[src/rtl/mpb_pkg.sv]
package mpb_pkg;
  typedef enum logic [1:0] {
    PAT_ONES  = 2'd0,
    PAT_ZEROS = 2'd1,
    PAT_ALT   = 2'd2,
    PAT_RAND  = 2'd3
  } pat_e;

  typedef enum logic [1:0] {
    ST_IDLE  = 2'd0,
    ST_WRITE = 2'd1,
    ST_READ  = 2'd2,
    ST_DRAIN = 2'd3
  } st_e;
endpackage

[src/rtl/mpb_sequencer.sv]
module mpb_sequencer
  import mpb_pkg::*;
#(
  parameter int ADDR_W = 4,
  parameter int RD_LAT = 2
) (
  input  logic              clk,
  input  logic              rst,
  input  logic              start,
  output st_e               st,
  output pat_e              pat,
  output logic [ADDR_W-1:0] addr,
  output logic              launch,
  output logic              finish
);
  localparam int CW = $clog2(RD_LAT + 1) + 1;
  localparam logic [ADDR_W-1:0] LAST = '1;
  localparam logic [CW-1:0] DRAIN_END = CW'(RD_LAT);

  st_e st_q;
  pat_e pat_q;
  logic [ADDR_W-1:0] addr_q;
  logic [CW-1:0] cnt_q;

  assign st     = st_q;
  assign pat    = pat_q;
  assign addr   = addr_q;
  assign launch = (st_q == ST_IDLE) && start;
  assign finish = (st_q == ST_DRAIN) && (cnt_q == DRAIN_END);

  always_ff @(posedge clk) begin
    if (rst) begin
      st_q   <= ST_IDLE;
      pat_q  <= PAT_ONES;
      addr_q <= '0;
      cnt_q  <= '0;
    end else begin
      unique case (st_q)
        ST_IDLE: begin
          if (start) begin
            st_q   <= ST_WRITE;
            pat_q  <= PAT_ONES;
            addr_q <= '0;
          end
        end
        ST_WRITE: begin
          addr_q <= addr_q + 1'b1;
          if (addr_q == LAST) st_q <= ST_READ;
        end
        ST_READ: begin
          addr_q <= addr_q + 1'b1;
          if (addr_q == LAST) begin
            if (pat_q == PAT_RAND) begin
              st_q  <= ST_DRAIN;
              cnt_q <= '0;
            end else begin
              st_q  <= ST_WRITE;
              pat_q <= pat_e'(pat_q + 2'd1);
            end
          end
        end
        ST_DRAIN: begin
          cnt_q <= cnt_q + 1'b1;
          if (cnt_q == DRAIN_END) st_q <= ST_IDLE;
        end
        default: st_q <= ST_IDLE;
      endcase
    end
  end

  // each pass walks addresses upward by one per cycle
  p_addr_step_r3: assert property (@(posedge clk) disable iff (rst)
    ((st_q == ST_WRITE || st_q == ST_READ) && addr_q != LAST) |=>
      (addr_q == $past(addr_q) + 1'b1 && st_q == $past(st_q)));

  // a finished read pass hands over to the next pattern's write pass
  p_pat_order_r3: assert property (@(posedge clk) disable iff (rst)
    (st_q == ST_READ && addr_q == LAST && pat_q != PAT_RAND) |=>
      (st_q == ST_WRITE && pat_q == pat_e'($past(pat_q) + 2'd1) && addr_q == '0));

  // a write pass is always followed by a read of the same pattern
  p_write_then_read_r3: assert property (@(posedge clk) disable iff (rst)
    (st_q == ST_WRITE && addr_q == LAST) |=>
      (st_q == ST_READ && $stable(pat_q)));
endmodule

[src/rtl/mpb_patgen.sv]
module mpb_patgen
  import mpb_pkg::*;
#(
  parameter int              ADDR_W = 4,
  parameter int              DATA_W = 16,
  parameter logic [DATA_W-1:0] POLY = 16'hB400,
  parameter logic [DATA_W-1:0] SEED = 16'hACE1
) (
  input  logic              clk,
  input  logic              rst,
  input  logic              adv,
  input  pat_e              pat,
  input  logic [ADDR_W-1:0] addr,
  output logic [DATA_W-1:0] word
);
  logic [DATA_W-1:0] lfsr_q;
  logic [DATA_W-1:0] rnd;
  logic [DATA_W-1:0] rnd_next;

  // Address 0 restarts the sequence, so both passes see the same words.
  assign rnd      = (addr == '0) ? SEED : lfsr_q;
  assign rnd_next = rnd[0] ? ((rnd >> 1) ^ POLY) : (rnd >> 1);

  always_ff @(posedge clk) begin
    if (rst)      lfsr_q <= SEED;
    else if (adv) lfsr_q <= rnd_next;
  end

  always_comb begin
    unique case (pat)
      PAT_ONES:  word = '1;
      PAT_ZEROS: word = '0;
      PAT_ALT:   word = addr[0] ? '0 : '1;
      default:   word = rnd;
    endcase
  end

  // a nonzero seed never lets the register collapse to zero
  p_lfsr_live_r6: assert property (@(posedge clk) disable iff (rst)
    lfsr_q != '0);
endmodule

[src/rtl/mpb_compare.sv]
module mpb_compare #(
  parameter int ADDR_W = 4,
  parameter int DATA_W = 16,
  parameter int RD_LAT = 2,
  parameter int ERR_W  = 8
) (
  input  logic              clk,
  input  logic              rst,
  input  logic              clear,
  input  logic              issue,
  input  logic [DATA_W-1:0] exp_word,
  input  logic [ADDR_W-1:0] exp_addr,
  input  logic [DATA_W-1:0] mem_rdata,
  output logic [ERR_W-1:0]  err_count,
  output logic [ADDR_W-1:0] fail_addr
);
  localparam logic [ERR_W-1:0] ERR_MAX = '1;

  logic [RD_LAT-1:0] vld_q;
  logic [DATA_W-1:0] exp_q  [RD_LAT];
  logic [ADDR_W-1:0] adr_q  [RD_LAT];
  logic              any_q;
  logic              hit;

  always_ff @(posedge clk) begin
    if (rst || clear) vld_q[0] <= 1'b0;
    else              vld_q[0] <= issue;
    exp_q[0] <= exp_word;
    adr_q[0] <= exp_addr;
  end

  genvar g;
  generate
    for (g = 1; g < RD_LAT; g++) begin : g_stage
      always_ff @(posedge clk) begin
        if (rst || clear) vld_q[g] <= 1'b0;
        else              vld_q[g] <= vld_q[g-1];
        exp_q[g] <= exp_q[g-1];
        adr_q[g] <= adr_q[g-1];
      end
    end
  endgenerate

  assign hit = vld_q[RD_LAT-1] && (mem_rdata != exp_q[RD_LAT-1]);

  always_ff @(posedge clk) begin
    if (rst || clear) begin
      err_count <= '0;
      fail_addr <= '0;
      any_q     <= 1'b0;
    end else if (hit) begin
      if (err_count != ERR_MAX) err_count <= err_count + 1'b1;
      if (!any_q) begin
        fail_addr <= adr_q[RD_LAT-1];
        any_q     <= 1'b1;
      end
    end
  end

  // the count never falls between clears
  p_err_monotone_r8: assert property (@(posedge clk) disable iff (rst)
    !clear |=> err_count >= $past(err_count));

  // a saturated count stays put
  p_err_sat_r8: assert property (@(posedge clk) disable iff (rst)
    (err_count == ERR_MAX && !clear) |=> err_count == ERR_MAX);

  // once captured, the first failing address is frozen
  p_first_hold_r9: assert property (@(posedge clk) disable iff (rst)
    (any_q && !clear) |=> $stable(fail_addr));
endmodule

[src/rtl/mem_pattern_bist.sv]
module mem_pattern_bist
  import mpb_pkg::*;
#(
  parameter int                ADDR_W = 4,
  parameter int                DATA_W = 16,
  parameter int                RD_LAT = 2,
  parameter int                ERR_W  = 8,
  parameter logic [DATA_W-1:0] POLY   = 16'hB400,
  parameter logic [DATA_W-1:0] SEED   = 16'hACE1
) (
  input  logic              clk,
  input  logic              rst,
  input  logic              start,
  input  logic [DATA_W-1:0] mem_rdata,
  output logic [ADDR_W-1:0] mem_addr,
  output logic              mem_we,
  output logic [DATA_W-1:0] mem_wdata,
  output logic              busy,
  output logic              done,
  output logic              pass,
  output logic [ERR_W-1:0]  err_count,
  output logic [ADDR_W-1:0] fail_addr
);
  st_e               st;
  pat_e              pat;
  logic [ADDR_W-1:0] addr;
  logic              launch;
  logic              finish;
  logic [DATA_W-1:0] word;

  mpb_sequencer #(.ADDR_W(ADDR_W), .RD_LAT(RD_LAT)) u_seq (
    .clk(clk), .rst(rst), .start(start),
    .st(st), .pat(pat), .addr(addr), .launch(launch), .finish(finish)
  );

  mpb_patgen #(.ADDR_W(ADDR_W), .DATA_W(DATA_W), .POLY(POLY), .SEED(SEED)) u_gen (
    .clk(clk), .rst(rst),
    .adv(st == ST_WRITE || st == ST_READ),
    .pat(pat), .addr(addr), .word(word)
  );

  mpb_compare #(.ADDR_W(ADDR_W), .DATA_W(DATA_W), .RD_LAT(RD_LAT), .ERR_W(ERR_W)) u_cmp (
    .clk(clk), .rst(rst), .clear(launch),
    .issue(st == ST_READ), .exp_word(word), .exp_addr(addr),
    .mem_rdata(mem_rdata), .err_count(err_count), .fail_addr(fail_addr)
  );

  assign mem_addr  = addr;
  assign mem_we    = (st == ST_WRITE);
  assign mem_wdata = word;
  assign busy      = (st != ST_IDLE);

  always_ff @(posedge clk) begin
    if (rst || launch) begin
      done <= 1'b0;
      pass <= 1'b0;
    end else if (finish) begin
      done <= 1'b1;
      pass <= (err_count == '0);
    end
  end

  // an accepted start wipes the previous results
  p_launch_clear_r2: assert property (@(posedge clk) disable iff (rst)
    launch |=> (err_count == '0 && !done && !pass && busy));

  // results stay until a new start is accepted
  p_done_hold_r10: assert property (@(posedge clk) disable iff (rst)
    (done && !start) |=> (done && $stable(pass) && $stable(err_count)));

  // done and busy never overlap
  p_done_idle_r10: assert property (@(posedge clk) disable iff (rst)
    done |-> !busy);
endmodule

[config.mk]
export PLATFORM = sky130hd
export DESIGN_NAME = mem_pattern_bist
export DESIGN_NICKNAME = d
export VERILOG_FILES = /design/src/rtl/mpb_pkg.sv /design/src/rtl/mpb_sequencer.sv /design/src/rtl/mpb_patgen.sv /design/src/rtl/mpb_compare.sv /design/src/rtl/mem_pattern_bist.sv
export SDC_FILE = /design/constraint.sdc
export NUM_CORES = 1
export LEC_CHECK = 0
export ABC_AREA = 1
export ABC_CLOCK_PERIOD_IN_PS = 3800
export BUFFER_PORTS_ARGS = -buffer_cell sky130_fd_sc_hd__buf_4
export CAP_MARGIN = 25
export CORE_MARGIN = 2
export CORE_UTILIZATION = 40
export CTS_BUF_LIST = sky130_fd_sc_hd__clkbuf_4
export DETAILED_ROUTE_END_ITERATION = 10
export PLACE_DENSITY = 0.7
export SETUP_SLACK_MARGIN = 0.02
export SLEW_MARGIN = 20
export SYNTH_ARGS = -nofsm -noshare
export SYNTH_HDL_FRONTEND = slang
export SYNTH_SLANG_ARGS = --single-unit
[constraint.sdc]
create_clock -name clk -period 3.8 [get_ports clk]
set_input_delay 0.76 -clock clk [delete_from_list [all_inputs] [get_ports clk]]
set_output_delay 0.76 -clock clk [all_outputs]
set_load 0.1 [all_outputs]
; ---- Word-level counts from Yosys, hierarchy flattened
; Memory sizes are Yosys's and may differ from the RTL's. A register that Yosys moved wholly into a read port is not among the register bits.
; Index checks and enable logic that the tools add are counted.
[op_classes]
add_sub_neg = 4
multipliers = 0
n_div = 0
magnitude_cmp = 0
eq_ne = 16
shifts = 0
n_mux = 19
bitwise_logic = 2
n_reduce_logical = 20
[ops]
columns = operator, n
row1 = 2-to-1 mux 16 bit, 3
row2 = one-hot mux 16 bit (3 select lines), 1
row3 = 2-to-1 mux 2 bit, 8
row4 = != test 16 bit, 1
row5 = "!= test 2 bit, second input constant", 5
row6 = "adder 8 x 1 -> 8 bit, second input constant", 1
row7 = "equality test 2 bit, second input constant", 4
row8 = zero test 8 bit, 1
row9 = "!= test 8 bit, second input constant", 1
row10 = one-hot mux 2 bit (4 select lines), 1
row11 = one-hot mux 4 bit (2 select lines), 1
row12 = AND reduction 4 bit, 2
row13 = nonzero test 2 bit, 4
row14 = 2-to-1 mux 3 bit, 2
row15 = one-hot mux 3 bit (2 select lines), 1
row16 = AND reduction 2 bit, 3
row17 = "adder 4 x 1 -> 4 bit, second input constant", 1
row18 = "equality test 2 x 1 -> 1 bit, second input constant", 2
row19 = "equality test 4 bit, second input constant", 1
row20 = zero test 2 bit, 2
row21 = zero test 4 bit, 1
row22 = 2-to-1 mux 4 bit, 1
row23 = NOT 3 -> 4 bit, 1
row24 = one-hot mux 2 bit (2 select lines), 1
row25 = 9 further kinds, 12
[totals]
regBits = 40
latchBits = 0
ramBits = 40
romBits = 0
output_inout_bits = 36
word_cells = 74
memories = 2
[mem_list]
columns = name, depth, word_bits, rd, rd_clocked_by_memory_dff, write_ports, line
row1 = u_cmp.exp_q, 2, 16, 2, 0, 2, mpb_compare.sv:20  ; logic [DATA_W-1:0] exp_q [RD_LAT];
row2 = u_cmp.adr_q, 2, 4, 2, 1, 2, mpb_compare.sv:21  ; logic [ADDR_W-1:0] adr_q [RD_LAT];

; ---- Depth between registers and ports, before layout
; Gate-level depths: netlist (run 1).
[depth]
depth_word = 4
ltp_mapped = 11

; ---- Hierarchy
; From an unflattened synthesis (run 1), not the netlist that was laid out.
[unflattened]
hier_cells = 517
area_unflattened_um2 = 3736.1
[by_module_without_submodules]
columns = module, n_inst, cells_per_inst, area_each_um2, seq_area_each_um2
row1 = mpb_compare, 1, 263, 2023.2, 1101.1
row2 = mpb_patgen, 1, 127, 835.8, 320.3
row3 = mpb_sequencer, 1, 106, 734.5, 220.2
row4 = mem_pattern_bist, 1, 21, 142.6, 40.0

; ---- Least setup slack after synthesis (run 1)
; No wires, ideal clock.
[synth_timing]
kind = register -> output
from = register u_seq.addr_q[0], in the netlist u_seq.addr[0]
to = output mem_wdata[12]
t_arrival_ps = 4053
setup_slack_ps = -1013
path_stages_with_launch = 7
path_buffers = 1
cell_sequence = dfxtp_1 > inv_1 > ha_1 > nand2_1 > nor2_2 > buf_2 > o31ai_1
[synth_between]
elab_chain_len = 3
elab_cells_between_ends = 4
cone_classes = mux (3) / reduce/logical (1)
[synth_rtl]
columns = item, line
row1 = from (decl), mpb_sequencer.sv:22  ; logic [ADDR_W-1:0] addr_q;
row2 = from (signal assigned), mpb_sequencer.sv:47  ; addr_q <= addr_q + 1'b1;
row3 = from (signal assigned), mpb_sequencer.sv:51  ; addr_q <= addr_q + 1'b1;
row4 = zero test 4 bit, mpb_patgen.sv:21  ; assign rnd = (addr == '0) ? SEED : lfsr_q;
row5 = 2-to-1 mux 16 bit, mpb_patgen.sv:21
row6 = one-hot mux 16 bit (3 select lines) *, mpb_patgen.sv:30  ; unique case (pat)
row7 = to (decl), mem_pattern_bist.sv:17  ; output logic [DATA_W-1:0] mem_wdata,
; Every way passes the cells marked *; elsewhere a longest branch is shown, timed or not.

; ---- Worst setup path in the final report (run 1)
[layout_timing]
from = register u_seq.addr_q[0], in the netlist u_seq.addr[0]
to = output mem_wdata[0]
; The elaborated chain is that of the path after synthesis.

==> results.md, run 1 <==
* Resized cells post-CTS at 0
* GP Congestion at 0.832
* Setup Viol. Count Final at 0
* Number of synthesized register bits at 84
* Clock period minus worst slack at 3.05 ns
* Area leader, netlist: dfxtp_1
* Iter 0 DRT Violations at 134
* Post-synthesis simple-gate area fraction at 23.1%
* Design Area, Final at 0.00404 mm^2
* Dpl cells at roughly 580
* Most frequent cells in the layout: 92 x nand2_1, 84 x dfxtp_1, 60 x inv_1
* Slew Limit Fails at 0
* Layout Utilization at 49.2%
* Achievable frequency at 328 MHz
* WP buf/inv at 2
* Static leakage at about 0.0019 uW
* Hold crit path type: flip-flop to flip-flop
* DRT Pass-1 Iters at 4
* Syn Nets at 466
* Slowest-stage cell, CP: nor2_2
* Clk root buf: clkbuf_4
* Effective utilization at floorplan at between 40% and 50%
* Die Area at slightly above 0.009 mm^2
* First-pass GRT wire length at roughly 11 mm
* GRT Total Usage at between 15 and 20%
* Final WL at 6.91 mm
* Relative slew slack at 53.5%
* MaxCap Viol Count at 0
* Commonest non-fill, non-tap cell in the layout: nand2_1
* Io pins at 55
* DP HPWL at 5.31 mm
* Setup bufs post-CTS at 0
* Top cells by area, synth: dfxtp_1 49%, nand2_1 10%, inv_1 6.6%
* Yosys top cell area share at 49.4%
* Area grow syn2layout at 18.9%
* Share of cells above drive strength 1 at roughly a fifth
* Die Y at 96.2 um
* TritonCTS clock tree: done
* Compound-cell area share of the yosys netlist at 12.2%
* Post-synthesis mux area share at 0%
* Post-Layout Cell Count at 595
* Worst VDD drop at roughly 0.47 mV
* Most Frequent Cell on Critical Path: nor2_2
* Largest net degree at the start of global routing at 26
* Adder-Cell Fraction of Synth Area at 5.15%
* Clk buf depth at 2
* Multi-input gate area at around 0.0014 mm^2
* Tcrit/Tclk final at between 80 and 90%
* Cells after Synth at 433
* Worst Setup Path Type: flip-flop to primary output
* CTS Sinks at 84
* Routed wire length per instance at 11.6 um
* Largest family of logic cells by synthesized area: simple AND/OR/NAND/NOR gates
* Worst-path clk slew at around 0.12 ns
* Syn. warnings at 0
* Hold Slack at ~0.34 ns
* Routed vias at 2830
* Site Rows at 33
* Htree depth at 3
* Synth Area per Inst at 7.85 um^2
* Critical Path RT at 3.04 ns
* Clock Latency Late Sink at about 0.42 ns
* Die Wd at 96.2 um
* Fillers at 789
* Crit path max-delay family: simple AND/OR/NAND/NOR gates
* Congestion Overflow GR at 0
* FF+latch area at between 0.0015 and 0.002 mm^2
* Synth Area in XOR/XNOR at 1.29%
* Hold Buf Count CTS at 0
* Num CTS Buffers at 9
* WP data arrival at about 2.3 ns
* Post-layout power at 2580 uW
* Post-synthesis sequential area ratio at 49.4%
* Worst slew pin tran at 0.697 ns
* Post-route ant nets at 0
* Initial antenna violation count at 0
* Mapped Area at 0.00340 mm^2
* Status: completed
* CP startpoint kind: flip-flop
* Distinct cells, synth at 35
* Crit-path cells: inv_1, ha_1, nand2_1, nor2_2, nor2_2, o21ai_1, buf_4
* Worst Setup End Kind: primary output
* DRC viols at 0
* Post-DP Area at 0.00390 mm^2
* Final Hold Fails at 0
* Unrepaired setup endpoints after global routing: false
* Pwr dens at 639 mW/mm^2
* Buffers added on ports at 54
* Total Nets Final at 518
* Clk_skew at ~0.024 ns
* Vias in the first global route at 2487
* Vias per cell at ~4.8
* CP max FO at 15
* N_diodes at 0
* Core area at 0.00822 mm^2
* Crit path largest cell delay at 0.49 ns
==> path summary, 6_finish.rpt <==
path,startpoint,endpoint,slack [ns],cells after the start
setup / recovery,u_seq.addr[0],mem_wdata[0],0.75,7
hold / removal,u_cmp.adr_q[0][0],u_cmp.adr_q[1][0],0.34,0
setup reg to reg,u_seq.st[0],u_gen.lfsr_q[12],1.73,5
hold reg to reg,u_cmp.adr_q[0][0],u_cmp.adr_q[1][0],0.34,0
==> worst register-to-register path: stages, from the launching register on <==
cell and delay (ns):
dfxtp_1 0.43, inv_1 0.08, ha_1 0.74, inv_1 0.38
o21ai_0 0.28, inv_1 0.05
==> flip-flops by register name, summed over array words and instances (netlist names), 2 cells and up <==
signal	cells
u_cmp.exp_q	32
u_gen.lfsr_q	16
u_cmp.adr_q	8
u_cmp.err_count	8
u_cmp.fail_addr	4
u_seq.addr	4
u_seq.cnt_q	3
u_cmp.vld_q	2
u_seq.pat	2
u_seq.st	2
==> routing by layer <==
layer  vias to the layer above  wire length, um  global-route usage, %
li1                       1490                -                      -
met1                      1279             3270                   19.9
met2                        47             3250                   25.0
met3                        14              208                   1.96
met4                         0              182                   8.45
met5                         -                0                      0
==> power by group <==
part / internal (uW) / leakage [uW] / switching [uW] / total, uW
registers: 1040 / 0.000684 / 97.0 / 1140
clock network: 208 / 0.0000763 / 300 / 508
logic: 230 / 0.00109 / 708 / 938
total: 1480 / 0.00185 / 1110 / 2580
==> synthesized netlist by cell type <==
cell	count
a211oi_1	1
a21oi_1	36
a21oi_2	1
a31oi_1	2
and3_1	2
buf_2	3
buf_6	1
clkbuf_1	9
dfxtp_1	84
ha_1	14
inv_1	60
inv_2	4
nand2_1	92
nand2_2	2
nand3_1	16
nand3_2	4
nand4_1	11
nor2_1	37
nor2_2	2
nor2_4	1
nor2b_1	1
nor3_1	5
nor3_2	1
nor4_1	1
o211a_1	1
o211ai_1	3
o21a_1	1
o21ai_0	26
o21ai_1	1
o21ai_2	1
o31ai_1	3
or2_2	1
or2_4	1
xnor2_1	2
xor2_1	3
==> cell families after synthesis <==
family,Yosys count
flops,84
compound gates,76
buf+inv,77
fa+ha+maj,14
simple gates,177
xor+xnor,5
==> area by class of cell <==
class	count	area share, %
sequential	84	41.6
multi-input combinational	272	35.7
timing repair buffer	54	10.0
inverter	64	5.94
tap	105	3.25
clock buffer	10	1.86
clock inverter	6	1.61
==> stage by stage <==
| stage | setup TNS, ns | worst slack [ns] |
|---|---|---|
| 2_1_floorplan | -0.251 | -0.125 |
| 3_3_place_gp | 0 | 1.29 |
| 3_5_place_dp | 0 | 1.21 |
| 4_1_cts | 0 | 0.718 |
| 5_1_grt | 0 | 0.566 |
| 6_report | 0 | 0.752 |
No activity file was read; power rests on OpenSTA's default activity.
==> run 2: changes to the inputs <==
- ABC_AREA: 1 -> 0
- ABC_CLOCK_PERIOD_IN_PS: 3800 -> 2470
- PLACE_DENSITY: 0.7 -> 0.72
- clock period: 3.8 -> 2.47 ns (I/O delays scaled with it)
==> run 2 against run 1 <==
Effect of this change:
- clock skew about the same
- critical path type unchanged
- non-clock buffer count is 12 higher
- synthesized cell count down 18%
- worst setup slack got worse by 0.71 ns
- clock power grew 54%
- core utilization up 3.8 points
- via count decreased by 3.7%
- final cell count shrank 12%
- highest routed layer unchanged
- first-iteration DRC count rose by 34%
- hold slack got worse by 0.0084 ns
==> results.md, run 2 <==
* Status: completed
* Post-synth EDFFs at 0
* Unrepaired setup endpoints after global routing: true
* Top cells by area, synth: dfxtp_1 50%, ha_1 5.2%, xnor2_1 4.7%
* Final WL at 7.55 mm
* Design Area, Final at 0.00431 mm^2
* Number of synthesized register bits at 84
* Vias in the first global route at 2451
* Vias per cell at 5.19
* Die Area at 0.00909 mm^2
* Multi-input gate area at 0.00163 mm^2
* Mapped Area at around 0.0033 mm^2
* Clock Latency Late Sink at 0.47 ns
* R2R Setup Slk at 0.52 ns
* Core area at 0.00813 mm^2
* Post-layout power at between 4000 and 5000 uW
* FF+latch area at 0.00170 mm^2
* Relative slew slack at 56.3%
* DRT Pass-1 Iters at 4
* DP HPWL at 5.05 mm
* Iter 0 DRT Violations at 179
* Worst Setup End Kind: primary output
* Area leader, netlist: dfxtp_1
* Hold Crit Start: u_cmp.exp_q[0][11]
* Post-Layout Cell Count at 525
* Max FFs per register at 32
* Setup_tns at 0 ns
* DRC viols at 0
* Htree depth at 3
* Routed wire length per instance at approximately 14 um
* Synth Area per Inst at 9.43 um^2
* Buffers added on ports at 54
* Share of cells above drive strength 1 at 32.6%
* Achievable frequency at a little over 400 MHz
* Final Hold Fails at 0
* Commonest non-fill, non-tap cell in the layout: dfxtp_1
* Setup Viol. Count Final at 0
* Critical R2R Launch: u_seq.st[1]
* Dpl cells at 502
* Hold Path Depth at 0
* Io pins at 55
* MaxCap Viol Count at 0
* Top-count cell post-synth: dfxtp_1
* First-pass GRT wire length at 11.4 mm
* N_diodes at 0
* WP data arrival at 1.93 ns
* Critical Path RT at 1.98 ns
* CTS Sinks at between 80 and 90
* Initial antenna violation count at 0
* Worst Setup Path Type: flip-flop to primary output
* Largest net degree at the start of global routing at 31
* Post-DP Area at 0.00391 mm^2
* Pwr dens at between 900 and 1000 mW/mm^2
* CP max FO at 7
* Worst-path clk slew at 0.16 ns
* TritonCTS clock tree: done
* Die Wd at between 90 and 100 um
* Effective utilization at floorplan at between 40 and 50%
* Total Nets Final at 448
* R2R depth at 5
* Most frequent cells in the layout: 78 x dfxtp_1, 51 x buf_4, 27 x nor2_1
* Routed vias at 2726
* Fillers at 686
* Post-synth top flop: dfxtp_1
* Post-synthesis sequential area ratio at 50.4%
* Worst VDD drop at just over 0.3 mV
* Hold Slack at 0.331 ns
* Post-route ant nets at 0
* Site Rows at 33
* Die Y at 95.3 um
* Area grow syn2layout at 29.3%
* Num CTS Buffers at 9
* Hold crit path type: flip-flop to flip-flop
* Hold Buf Count CTS at 0
* Largest regs: u_cmp.exp_q (32), u_gen.lfsr_q (16)
* Syn Nets at 387
* Static leakage at 0.00165 uW
* Worst Hold End: u_cmp.exp_q[0][27]
* Distinct cells, synth at 47
* Worst slew pin tran at 0.656 ns
* Cells after Synth at about 350
* Asr flop ratio synth at 0%
* Reg2reg end: u_seq.addr[3]
* CP startpoint kind: flip-flop
* Slew Limit Fails at 0
* Clk root buf: clkbuf_4
* Clock period minus worst slack at 2.43 ns
* Tcrit/Tclk final at 98.3%
* GP Congestion at 0.837
* Syn. warnings at 0
* Synth cell count leaders: 84 x dfxtp_1, 41 x nand2_1, 27 x nor2_1
* Congestion Overflow GR at 0
* Clk buf depth at 2
* Clk_skew at 0.0242 ns
* GRT Total Usage at 16.2%
* Top reg by flops: u_cmp.exp_q
* Yosys top cell area share at 50.4%
## run 2: metal layers
layer	global-route usage [%]	part of all wire, %	wire length, um	up-vias
li1	-	-	-	1345
met1	20.3	43	3240	1284
met2	26.5	49	3670	79
met3	3.79	5.8	440	18
met4	7.37	2.8	211	0
met5	0	0	0	-
## run 2: how the worst max path moves through the flow
stage	start	end	cells past startpoint
4_1_cts	u_seq.addr[0]	mem_wdata[12]	8
2_1_floorplan	u_seq.addr[3]	mem_wdata[14]	7
5_1_grt	u_seq.addr[0]	mem_wdata[0]	6
3_3_place_gp	u_seq.pat[0]	mem_wdata[5]	6
3_5_place_dp	u_seq.pat[0]	mem_wdata[5]	6
6_report	u_seq.pat[0]	mem_wdata[3]	7
## run 2: report_power, final
part	switching (uW)	leakage [uW]	internal, uW
clock network	552	0.0000710	231
registers	146	0.000686	1560
logic	1080	0.000895	556
## run 2: worst max-delay path: stages (launching register included)
cell and delay [ns]:
dfxtp_4 0.39, inv_2 0.07, ha_2 0.18, a21oi_2 0.05, or2_4 0.31, buf_4 0.17
nand2_2 0.10, buf_12 0.18
## run 2: metrics by stage
step / worst slack, ns / util, %
floorplan: 0.0222 / -
global placement: 0.283 / 48.1
detailed placement: 0.282 / 48.1
CTS: 0.0594 / 51.1
global route: -0.0468 / 53.0
finish: 0.0426 / 53.0
## run 2: layout make-up
| class | count | area share (%) |
|---|---|---|
| Clock buffer | 9 | 1.57 |
| Clock inverter | 7 | 1.51 |
| Inverter | 15 | 1.31 |
| Multi-Input combinational cell | 239 | 37.7 |
| Sequential cell | 84 | 39.3 |
| Tap cell | 105 | 3.05 |
| Timing Repair Buffer | 66 | 15.5 |
## run 2: logic make-up (layout without fill, tap and decap cells)
| family | Yosys count | in the layout | synth area share [%] |
|---|---|---|---|
| and+or+nand+nor | 131 | 132 | 20.0 |
| DFF | 84 | 84 | 50.4 |
| AOI/OAI and AO/OA | 73 | 73 | 15.2 |
| buffers and inverters | 32 | 97 | 3.86 |
| xor gates and xnor gates | 19 | 19 | 4.99 |
| adders and majority gates | 14 | 14 | 5.25 |
| muxes | 1 | 1 | 0.300 |
## run 2: what timing repair did
item / in CTS / in global routing
cloned: 0 / 1
setup endpoints to repair: 16 / 14
buffers inserted: 4 / 2
hold endpoints to repair: 0 / 0
pin swaps: 0 / 7
gates resized for setup: 20 / 37
==> run 3: changes to the inputs <==
- CELL_PAD_IN_SITES_DETAIL_PLACEMENT: default -> 1
- CELL_PAD_IN_SITES_GLOBAL_PLACEMENT: default -> 1
- PLACE_DENSITY: 0.72 -> 0.88
==> run 3 against run 2 <==
Effect of this change:
- the run now ends with setup timing left
- hold slack got worse by 0.011 ns
- combinational power increased by 6%
- worst setup slack got worse by 0.073 ns
- sequential power about the same
- clock power is 5.5% higher
- largest power group is now combinational cells
==> results.md, run 3 (synthesized netlist as in run 2, its figures left out) <==
* Largest regs: u_cmp.exp_q (32), u_gen.lfsr_q (16)
* Clock period minus worst slack at 2.50 ns
* Status: finished with violations
* Reg power frac at 40.3%
* Slowest-stage cell, CP: o21ai_0
* Setup Viol. Count Final at 1
* Htree depth at 3
* Clk buf depth at 2
* R2R depth at 5
* DP HPWL at ~6.3 mm
* MaxCap Viol Count at 0
* Unrepaired setup endpoints after global routing: true
* DRT Pass-1 Iters at 4
* Worst slew pin tran at 0.660 ns
* TritonCTS clock tree: done
* Share of cells above drive strength 1 at around a third
* Hold Crit Start: u_cmp.exp_q[0][3]
* Die Y at 95.3 um
* Final WL at 11.4 mm
* Post-DP Area at 0.00390 mm^2
* R2R Setup Slk at approximately 0.42 ns
* Crit path largest cell delay at roughly 0.42 ns
* Critical R2R Launch: u_seq.st[1]
* CP max FO at 10
* Clk_skew at approximately 0.035 ns
* Effective utilization at floorplan at 41.0%
* Die Area at 0.00909 mm^2
* Slew Limit Fails at 0
* WP data arrival at 2.01 ns
* Vias in the first global route at 2874
* Sw frac at 45.4%
* Die Wd at 95.3 um
* Buffers added on ports at between 50 and 60
* Clock Latency Late Sink at between 0.4 and 0.5 ns
* Routed vias at 2936
* Worst VDD drop at 0.408 mV
* Slack of the critical path at -0.0301 ns
* Iter 0 DRT Violations at 214
* Reg2reg end: u_seq.addr[2]
* Hold Slack at 0.320 ns
* Most frequent cells in the layout: 78 x dfxtp_1, 47 x buf_4, 27 x nor2_1
* Max FFs per register at 32
* Final Hold Fails at 0
* Routed wire length per instance at 21.7 um
* Area grow syn2layout at 31.4%
* Num CTS Buffers at 9
* Pwr dens at roughly 980 mW/mm^2
* GP Congestion at 0.780
* Failing checks: setup timing
* Io pins at 55
* Design Area, Final at ~0.0044 mm^2
* Crit-path cells: inv_1, ha_1, and2_4, o21ai_0, nand2_4, buf_12
* Initial antenna violation count at 0
* Critical Path RT at 1.98 ns
* Logic pwr share at 40.5%
* Congestion Overflow GR at 0
* Hold crit path type: flip-flop to flip-flop
* Worst Setup Path Type: flip-flop to primary output
* Total Nets Final at 447
* Commonest non-fill, non-tap cell in the layout: dfxtp_1
* Core area at 0.00813 mm^2
* CTS Sinks at 84
* Post-route ant nets at 0
* First-pass GRT wire length at approximately 15 mm
* Worst-path clk slew at around 0.18 ns
* Relative slew slack at 56.0%
* P_sw at 1950 uW
* N_diodes at 0
* Internal at 2340 uW
* Site Rows at 33
* GRT Total Usage at 21.5%
* Achievable frequency at about 400 MHz
* Clk pwr share at 19.3%
* Tcrit/Tclk final at 101%
* Static leakage at 0.00167 uW
* Largest net degree at the start of global routing at 31
* DRC viols at 0
* Worst Hold End: u_cmp.exp_q[0][19]
* Top reg by flops: u_cmp.exp_q
* Worst Setup End Kind: primary output
* CP startpoint kind: flip-flop
* Clk root buf: clkbuf_4
* Hold Path Depth at 0
* Vias per cell at approximately 5.6
==> run 3: cell types whose count changed in the layout (fill, tap and decap cells not counted), moves of 2 or more <==
cell	delta
o21ai_0	+2
nand2_4	+6
clkinvlp_4	+2
buf_4	-4
clkinv_4	-2
o21ai_1	-2
buf_12	+3
nand2_2	-7
==> run 3: area by class of cell <==
cell class / instances / area [um^2]
inverters: 15 / 58.8
multi-input cells: 238 / 1650
clock buffers: 9 / 67.6
clock inverters: 7 / 65.1
fillers: 906 / 3750
repair buffers: 66 / 714
well taps: 105 / 131
flip-flops and latches: 84 / 1700
==> run 3: layer usage <==
layer | vias up | wire length, um | GRT usage [%]
met2 | 101 | 6080 | 38.0
li1 | 1349 | - | -
met1 | 1462 | 4460 | 25.9
met5 | - | 0 | 0
met4 | 0 | 276 | 7.97
met3 | 24 | 542 | 3.79
==> run 3: power by group through the flow <==
stage | Combinational, uW | Sequential [uW] | Clock [uW]
after floorplan | 1110 | 1740 | 0
after global placement | 1410 | 1720 | 0
after detailed placement | 1470 | 1730 | 0
after CTS | 1570 | 1700 | 792
after global routing | 1830 | 1740 | 895
final | 1740 | 1730 | 827
==> run 3: worst max-delay path by stage <==
stage	cells past startpoint	slack [ns]	endpoint	start
floorplan	7	0.02	mem_wdata[14]	u_seq.addr[3]
global placement	6	0.38	mem_wdata[6]	u_seq.pat[0]
detailed placement	6	0.30	mem_wdata[6]	u_seq.pat[0]
CTS	8	0.008	mem_wdata[1]	u_seq.addr[0]
global route	6	-0.08	mem_wdata[6]	u_seq.addr[1]
finish	6	-0.03	mem_wdata[6]	u_seq.addr[1]
==> run 3: metrics by stage <==
stage	setup WS, ns	util (%)	std cells	setup TNS [ns]	power (uW)
3_3_place_gp	0.376	48.0	501	0	3140
6_report	-0.0301	53.9	524	-0.0301	4290
2_1_floorplan	0.0222	-	354	0	2850
4_1_cts	0.00849	51.3	523	0	4060
3_5_place_dp	0.303	48.0	501	0	3210
5_1_grt	-0.0804	53.9	524	-0.496	4470
==> run 3: critical path, delay by kind of cell, from the launching register on <==
kind                       cells  cell delay, ns
AOI/OAI and AO/OA              1            0.42
DFF                            1            0.38
and+or+nand+nor                2            0.31
buffers and inverters          2            0.23
adders and majority gates      1            0.20
==> run 3: repair_timing <==
| item | in CTS | in global routing |
|---|---|---|
| hold buffers | 0 | 0 |
| pin swaps | 1 | 2 |
| endpoints found under the setup margin | 16 | 16 |
| buffers inserted | 6 | 1 |
| gates resized for setup | 19 | 51 |
